===== src/rtl/halfstep_clkdiv_pkg.sv =====
package halfstep_clkdiv_pkg;
   localparam int NUM_SRC   = 3;
   localparam int SEL_W     = 2;
   localparam int DIV_W     = 7;
   localparam int PRE_W     = 2;
   localparam int MIN_DIV   = 2;

   typedef enum logic [SEL_W-1:0] {
      SRC_REF  = 2'd0,
      SRC_SYNA = 2'd1,
      SRC_SYNB = 2'd2
   } src_idx_e;

   function automatic src_idx_e decode_src(input logic ext, input logic pll);
      if (!ext)     return SRC_REF;
      else if (pll) return SRC_SYNB;
      else          return SRC_SYNA;
   endfunction
endpackage


===== src/rtl/hsd_tick_mux.sv =====
module hsd_tick_mux #(
   parameter int N_IN  = 3,
   localparam int IDX_W = (N_IN > 1) ? $clog2(N_IN) : 1
) (
   input  logic [N_IN-1:0]  ticks,
   input  logic [IDX_W-1:0] idx,
   output logic             tick_out
);
   logic [N_IN-1:0] hit;

   generate
      if (N_IN < 2) begin : g_bad
         $error("hsd_tick_mux needs at least two inputs");
      end
      for (genvar i = 0; i < N_IN; i++) begin : g_lane
         assign hit[i] = ticks[i] && (idx == IDX_W'(i));
      end
   endgenerate

   assign tick_out = |hit;
endmodule


===== src/rtl/hsd_ratio_decode.sv =====
module hsd_ratio_decode #(
   parameter int DIV_W     = 7,
   parameter int PRE_W     = 2,
   parameter int MIN_DIV   = 2,
   parameter bit SHIFT_ADD = 1'b1,
   localparam int CNT_W    = DIV_W + 3
) (
   input  logic [PRE_W-1:0] pre,
   input  logic [DIV_W-1:0] idiv,
   input  logic             en,
   output logic [CNT_W-1:0] period,
   output logic [CNT_W-1:0] half,
   output logic             active
);
   logic [CNT_W-1:0] d_ext;
   assign d_ext = CNT_W'(idiv);

   generate
      if (PRE_W != 2) begin : g_bad
         $error("prescale code must be two bits");
      end
      if (SHIFT_ADD) begin : g_sa
         // ratio 4,5,6 = 4*d + d*(code-1)
         assign period = (d_ext << 2)
                       + ((pre >= PRE_W'(2)) ? d_ext : '0)
                       + ((pre == PRE_W'(3)) ? d_ext : '0);
      end else begin : g_mul
         logic [CNT_W-1:0] ratio;
         assign ratio  = CNT_W'(pre) + CNT_W'(3);
         assign period = ratio * d_ext;
      end
   endgenerate

   assign half   = period >> 1;
   assign active = en && (pre != '0) && (idiv >= DIV_W'(MIN_DIV));
endmodule


===== src/rtl/hsd_period_counter.sv =====
module hsd_period_counter #(
   parameter int CNT_W = 10
) (
   input  logic             clk,
   input  logic             rst_n,
   input  logic             tick,
   input  logic             active,
   input  logic [CNT_W-1:0] period,
   input  logic [CNT_W-1:0] half,
   output logic [CNT_W-1:0] cnt,
   output logic             running,
   output logic             wave,
   output logic             start
);
   logic [CNT_W-1:0] cnt_n;
   logic             run_n;
   logic             start_n;

   always_comb begin
      cnt_n   = cnt;
      run_n   = running;
      start_n = 1'b0;
      if (!active) begin
         cnt_n = '0;
         run_n = 1'b0;
      end else if (tick) begin
         run_n = 1'b1;
         if (!running || (cnt >= period - CNT_W'(1))) begin
            cnt_n   = '0;
            start_n = 1'b1;
         end else begin
            cnt_n = cnt + CNT_W'(1);
         end
      end
   end

   always_ff @(posedge clk) begin
      if (!rst_n) begin
         cnt     <= '0;
         running <= 1'b0;
         wave    <= 1'b0;
         start   <= 1'b0;
      end else begin
         cnt     <= cnt_n;
         running <= run_n;
         wave    <= run_n && (cnt_n < half);
         start   <= start_n;
      end
   end

   // a fresh run always begins at count zero
   a_r4_start_at_zero: assert property (@(posedge clk) disable iff (!rst_n)
      $rose(running) |-> (cnt == '0) && start);
   // strobe lasts a single cycle
   a_r6_pulse_single: assert property (@(posedge clk) disable iff (!rst_n)
      start |=> !start);
endmodule


===== src/rtl/halfstep_clkdiv.sv =====
module halfstep_clkdiv
   import halfstep_clkdiv_pkg::*;
#(
   parameter bit SHIFT_ADD = 1'b1
) (
   input  logic               clk,
   input  logic               rst_n,
   input  logic [NUM_SRC-1:0] src_tick,
   input  logic               ext_sel,
   input  logic               pll_sel,
   input  logic [PRE_W-1:0]   pre_code,
   input  logic [DIV_W-1:0]   int_div,
   input  logic               div_en,
   output logic               div_clk,
   output logic               div_pulse
);
   localparam int CNT_W = DIV_W + 3;
   localparam int IDX_W = $clog2(NUM_SRC);

   generate
      if (IDX_W != SEL_W) begin : g_bad_sel
         $error("source index width mismatch");
      end
      if (MIN_DIV < 2) begin : g_bad_min
         $error("minimum divisor must be at least 2");
      end
   endgenerate

   src_idx_e         sel_idx;
   logic             tick_sel;
   logic [CNT_W-1:0] period;
   logic [CNT_W-1:0] half;
   logic             active;
   logic [CNT_W-1:0] cnt;
   logic             running;

   assign sel_idx = decode_src(ext_sel, pll_sel);

   hsd_tick_mux #(.N_IN(NUM_SRC)) u_mux (
      .ticks    (src_tick),
      .idx      (sel_idx),
      .tick_out (tick_sel)
   );

   hsd_ratio_decode #(
      .DIV_W(DIV_W), .PRE_W(PRE_W), .MIN_DIV(MIN_DIV), .SHIFT_ADD(SHIFT_ADD)
   ) u_dec (
      .pre    (pre_code),
      .idiv   (int_div),
      .en     (div_en),
      .period (period),
      .half   (half),
      .active (active)
   );

   hsd_period_counter #(.CNT_W(CNT_W)) u_cnt (
      .clk     (clk),
      .rst_n   (rst_n),
      .tick    (tick_sel),
      .active  (active),
      .period  (period),
      .half    (half),
      .cnt     (cnt),
      .running (running),
      .wave    (div_clk),
      .start   (div_pulse)
   );

   // an invalid or disabled setting silences both outputs
   a_r2_idle_quiet: assert property (@(posedge clk) disable iff (!rst_n)
      !active |=> !div_clk && !div_pulse);
   // strobe coincides with the high phase
   a_r6_pulse_high: assert property (@(posedge clk) disable iff (!rst_n)
      div_pulse |-> div_clk && (cnt == '0));
   // a running counter holds a valid output only while active
   a_r1_run_needs_active: assert property (@(posedge clk) disable iff (!rst_n)
      running |-> $past(active));
   // reset clears the outputs
   a_r7_reset_low: assert property (@(posedge clk)
      !rst_n |=> !div_clk && !div_pulse);
endmodule


===== config.mk =====
export PLATFORM = sky130hd
export DESIGN_NAME = halfstep_clkdiv
export DESIGN_NICKNAME = d
export VERILOG_FILES = /design/src/rtl/halfstep_clkdiv_pkg.sv /design/src/rtl/hsd_tick_mux.sv /design/src/rtl/hsd_ratio_decode.sv /design/src/rtl/hsd_period_counter.sv /design/src/rtl/halfstep_clkdiv.sv
export SDC_FILE = /design/constraint.sdc
export NUM_CORES = 1
export LEC_CHECK = 0
export CAP_MARGIN = 15
export CORE_MARGIN = 2
export CORE_UTILIZATION = 52
export CTS_CLUSTER_DIAMETER = 30
export DETAILED_ROUTE_END_ITERATION = 10
export PLACE_DENSITY = 0.75
export SLEW_MARGIN = 20
export SYNTH_ARGS = -nofsm -noshare
export SYNTH_HDL_FRONTEND = slang
export SYNTH_SLANG_ARGS = --single-unit

===== constraint.sdc =====
create_clock -name clk -period 5.3 [get_ports clk]
set_clock_uncertainty 0.15 [all_clocks]
set_input_delay 1.06 -clock clk [delete_from_list [all_inputs] [get_ports clk]]
set_output_delay 1.06 -clock clk [all_outputs]
set_load 0.005 [all_outputs]

Word-level counts from Yosys, hierarchy flattened

Cells that the tools add are included.

Output and inout port bits: 2
Bits of input ports: 17
Register bits: 13
Word-level logic and storage cells: 37

Order comparisons: 4
Muxes and demuxes: 10
Reduce and logical (&&, ||, !) cells: 12
Equal/unequal tests: 3
$add $sub $neg: 4

Operators with widths:

| kind                    | count |
|---|---|
| $mux W10                | 3 |
| $mux W7                 | 2 |
| $add A10 B1 Y10 const B | 1 |
| $add A10 B10 Y10        | 1 |
| $add A9 B10 Y10         | 1 |
| $ge A10 B10 Y1          | 1 |
| $lt A10 B9 Y1           | 1 |
| $sub A10 B1 Y10 const B | 1 |
| $ge A7 B2 Y1 const B    | 1 |
| $logic_and A1 B1 Y1     | 6 |
| $eq A2 B2 Y1 const B    | 2 |
| $mux W2                 | 2 |
| $mux W1                 | 3 |
| $reduce_and A3 Y1       | 1 |
| $reduce_or A3 Y1        | 1 |
| $eq A2 B1 Y1 const B    | 1 |
| $ge A2 B2 Y1 const B    | 1 |
| $logic_not A2 Y1        | 1 |
| $reduce_bool A2 Y1      | 1 |
| $logic_not A1 Y1        | 1 |
| $logic_or A1 B1 Y1      | 1 |

Logic depth before layout (Yosys ltp)

Depth in word-level cells: 12
Gate-level depth with buffers: 24
Gate-level depth less buffers: 23

By module

Synthesis repeated with hierarchy kept, for this count alone.

Cell total of the unflattened synthesis: 244
Area, all modules: 1,890.6 sq um

By module, submodules not included:

| module             | cells each | times used | seq. area each (sq um) | area each (sq um) |
|---|---|---|---|---|
| hsd_period_counter | 158        | 1          | 260.2                  | 1,216.2 |
| hsd_ratio_decode   | 81         | 1          | 0.0                    | 635.6 |
| hsd_tick_mux       | 3          | 1          | 0.0                    | 22.5 |
| halfstep_clkdiv    | 2          | 1          | 0.0                    | 16.3 |

Worst setup path after synthesis

Ideal clock, no wire load.

Path type: input to register
Start: input pre_code[1]
End: register u_cnt.wave
Library setup time: 0.060 ns
Buffers on the path: 1
Arrival: 5.574 ns
Required time: 5.090 ns
Setup slack: -0.484 ns
Cell stages on the path: 23
Path through: clkbuf_1 > and2_1 > ha_1 > ha_1 > fa_1 > a211oi_1 > o21ai_1 > a221oi_2 > inv_2 > and3_1 > xor2_1 > ha_1 > and3_1 > nand2_1 > nand4b_1 > a31oi_2 > o21ai_2 > nor2_1 > ha_1 > a2111oi_0 > o311ai_0 > a21oi_1 > o221a_1

Word-level cells in the longest chain between the ends: 12
Elaborated cells on any way between the ends: 18
Classes of those cells: add/sub (3); order compare (3); eq/ne (1); mux (6); reduce/logical (5)

RTL lines:

| item                    | RTL line                 | text |
|---|---|---|
| start: declaration      | halfstep_clkdiv.sv:11    | `input logic [PRE_W-1:0] pre_code,` |
| $ge A2 B2 Y1            | hsd_ratio_decode.sv:25   | `+ ((pre >= PRE_W'(2)) ? d_ext : '0)` |
| $mux W7                 | hsd_ratio_decode.sv:25   |  |
| $add A9 B10 Y10         | hsd_ratio_decode.sv:25   |  |
| $add A10 B10 Y10        | hsd_ratio_decode.sv:26   | `+ ((pre == PRE_W'(3)) ? d_ext : '0);` |
| $sub A10 B1 Y10         | hsd_period_counter.sv:28 | `if (!running \|\| (cnt >= period - CNT_W'(1))) begin` |
| $ge A10 B10 Y1          | hsd_period_counter.sv:28 |  |
| $logic_or A1 B1 Y1      | hsd_period_counter.sv:28 |  |
| $mux W10                | hsd_period_counter.sv:28 |  |
| $mux W10                | hsd_period_counter.sv:26 | `end else if (tick) begin` |
| $mux W10 (*)            | hsd_period_counter.sv:23 | `if (!active) begin` |
| net u_cnt.cnt_n[1]      | hsd_period_counter.sv:15 | `logic [CNT_W-1:0] cnt_n;` |
| $lt A10 B9 Y1 (*)       | hsd_period_counter.sv:46 | `wave <= run_n && (cnt_n < half);` |
| $logic_and A1 B1 Y1 (*) | hsd_period_counter.sv:46 |  |
| end signal: assignment  | hsd_period_counter.sv:46 |  |
| end: declaration        | hsd_period_counter.sv:12 | `output logic wave,` |

The timed path passes the listed nets; every way through them passes the cells marked *.
A chain may end at the register's enable or synchronous reset.

Worst setup path after layout

Same ends and word-level chain as after synthesis.

==> results.yml <==
place:
  finalWeightedCongestion: 0.822
  numPortBuffers: 18
  dp_hpwl_mm: 3.54
  placed_area_um2: 2370
floorplan:
  start_util: 0.535
  coreArea_um2: 3280
  die_h_um: 62.1
  pin_count: 19
  dieWidth_um: 62.1
  dieArea_um2: 3860
  num_rows: 21
finish:
  fin_nets: 334
  antenna_cells: 0
  layout_common_cells: "46 x buf_4, 24 x ha_1, 21 x nor2_1"
  fillerInstances: 223
  drive_gt1_frac: 0.335
  layout_commonest_cell: "buf_4"
  syn2layout_area_growth_pct: 45.2
  fin_area_um2: 2550
global_routing:
  antenna_found_initial: 0
  grt_max_degree: 10
  overflow: 0
  gr-usage-all-layers: 0.238
  first_global_vias: 1797
  grt_pass1_wl_mm: 7.58
clocking:
  cts.sinks: 13
  tritoncts: "built"
  cts_buffers: 3
  clk_pin_slew_worst_paths_ps: 70
  clkLatencyLatePin_ps: 280
  cts_root_buffer: "clkbuf_4"
  cts_max_level: 1
  clock_path_buffers: 2
power_and_ir_drop:
  p_leak_nw: 1.17
  vdd_drop_max_uv: 77.4
  powerDensity_nw_per_um2: 172
route:
  wl_mm: 4.42
  dr.pass1.iters: 4
  via_per_inst: 5.45
  vias: 1783
  first_iter_violations: 51
  post-route-drc-count: 0
  ant_nets: 0
  wl_per_cell_um: 13.5
synthesis:
  synth_nets: 265
  syn_area_per_cell_um2: 8.25
  yosysTopAreaCell: "ha_1"
  synth.top_cell.area_share: 0.207
  yosys_warnings: 0
  synth.cell_area_um2: 1760
  yosysSeqAreaShare: 0.148
  yosys-top-cells-area: "ha_1 21%, dfxtp_1 15%, fa_1 6.8%"
  ys_seq_elements: 13
  synth_cell_type_count: 45
  synth_cells: 213
sta:
  fin_crit_sh: 1.02
  layout_setup_ws_ps: -89.2
  slew_violations: 0
  hold_viol_final: 0
  rsz0062_at_grt: "yes"
  period_minus_slack_ps: 5390
  tns_ps: -89.2
  tightest_slew_ps: 648
  slew_headroom: 0.565
  whs_ps: 353
  setup_viol: 1
  timing.fmax_mhz: 186
run:
  drv_cap: 0
setup_path:
  slowest_delay_ps: 390
  cp_data_arrival_time_ps: 5460
  worst-path-max-fanout: 6
  cp_data_required_time_ps: 5370
  critical_path.endpoint_type: "flip-flop"
  cp-start-kind: "primary input"
  slowest_stage: "fa_2"
  crit_type: "in2reg"
run_status:
  failed_checks: "setup timing"
  status: "finished with violations"
min_path:
  hold_class: "reg2reg"
worst max-delay path: cells and delay by family:
| family | cells | cell delay [ps] |
|---|---|---|
| AOI/OAI and AO/OA | 8 | 1260 |
| xor gates and xnor gates | 2 | 320 |
| adders and majority gates | 5 | 1380 |
| buffers and inverters | 3 | 390 |
| and+or+nand+nor | 7 | 1060 |
layout make-up:
| class | count | area [um2] | share of cell area |
|---|---|---|---|
| clock buffer | 4 | 26.3 | 0.0103 |
| inverter | 22 | 82.6 | 0.0324 |
| multi-input combinational | 176 | 1580 | 0.621 |
| sequential | 13 | 260 | 0.102 |
| tap | 46 | 57.6 | 0.0226 |
| timing repair buffer | 66 | 541 | 0.212 |
cell families (layout without fill, tap and decap cells):
kind of cell,count (synthesis),after routing,synth area share
AO/OA/AOI/OAI,41,41,0.172
AND/OR/NAND/NOR,78,78,0.238
XOR/XNOR,20,20,0.0997
adder cells (fa/ha/maj),35,35,0.275
buffers and inverters,24,92,0.0556
flip-flops,13,13,0.148
multiplexers,2,2,0.0114
sequential cells by signal, indices dropped and copies added, names as in the netlist:
register / cells
u_cnt.start: 1
u_cnt.cnt: 10
u_cnt.running: 1
u_cnt.wave: 1
report_power, final:
group | total, mW | internal [mW] | switching, mW
Clock | 0.0616 | 0.0291 | 0.0324
Combinational | 0.278 | 0.146 | 0.132
Sequential | 0.0998 | 0.0991 | 0.000788
cell usage after synthesis (all sizes together):
cell type  instances
o211ai             2
fa                 6
xor2               9
a31oi              2
nand3              8
xnor2             11
o2111ai            1
buf                1
o21ai              8
a21boi             1
nor2              24
o311ai             1
a221oi             1
nand2b             3
ha                29
clkbuf             1
o221ai             1
and2               7
nand4b             3
nand2             11
nor4               1
and4               1
nor3               6
inv               22
or2                1
a211oi             3
o221a              1
and3               6
dfxtp             13
nor3b              2
a21o               6
o21a               2
a2111oi            1
mux2i              2
a21oi             10
nand4              5
a32oi              1
timing repair:
| item | CTS | global route |
|---|---|---|
| gates cloned | 0 | 0 |
| pin swaps | 27 | 20 |
| setup endpoints to repair | 4 | 1 |
| resized for setup | 38 | 14 |
| setup buffers | 6 | 1 |
| hold buffers | 0 | 0 |
per-layer routing:
| layer | routed length [um] | up-vias | share of wire | global-route usage |
|---|---|---|---|---|
| met2 | 2270 | 54 | 0.51 | 0.442 |
| met3 | 159 | 14 | 0.036 | 0.0181 |
| li1 | - | 895 | - | - |
| met4 | 138 | 0 | 0.031 | 0.108 |
| met5 | 0 | - | 0 | 0 |
| met1 | 1850 | 820 | 0.42 | 0.278 |
metrics by stage:
stage	cells	power (mW)	util	setup slack (ps)
after floorplan	213	0.257	-	-120
after global placement	316	0.347	0.722	-803
after detailed placement	316	0.353	0.722	-905
after CTS	326	0.427	0.762	-136
after global routing	327	0.472	0.776	-399
final	327	0.439	0.776	-89.2
final timing paths:
check / startpoint / cells past startpoint / slack (ps) / endpoint
max reg2reg: u_cnt.cnt[0] / 15 / 2150 / u_cnt.wave
min reg2reg: u_cnt.running / 1 / 350 / u_cnt.running
min: u_cnt.running / 1 / 350 / u_cnt.running
max: pre_code[1] / 25 / -90 / u_cnt.wave
(Power assumes the default switching activity.)
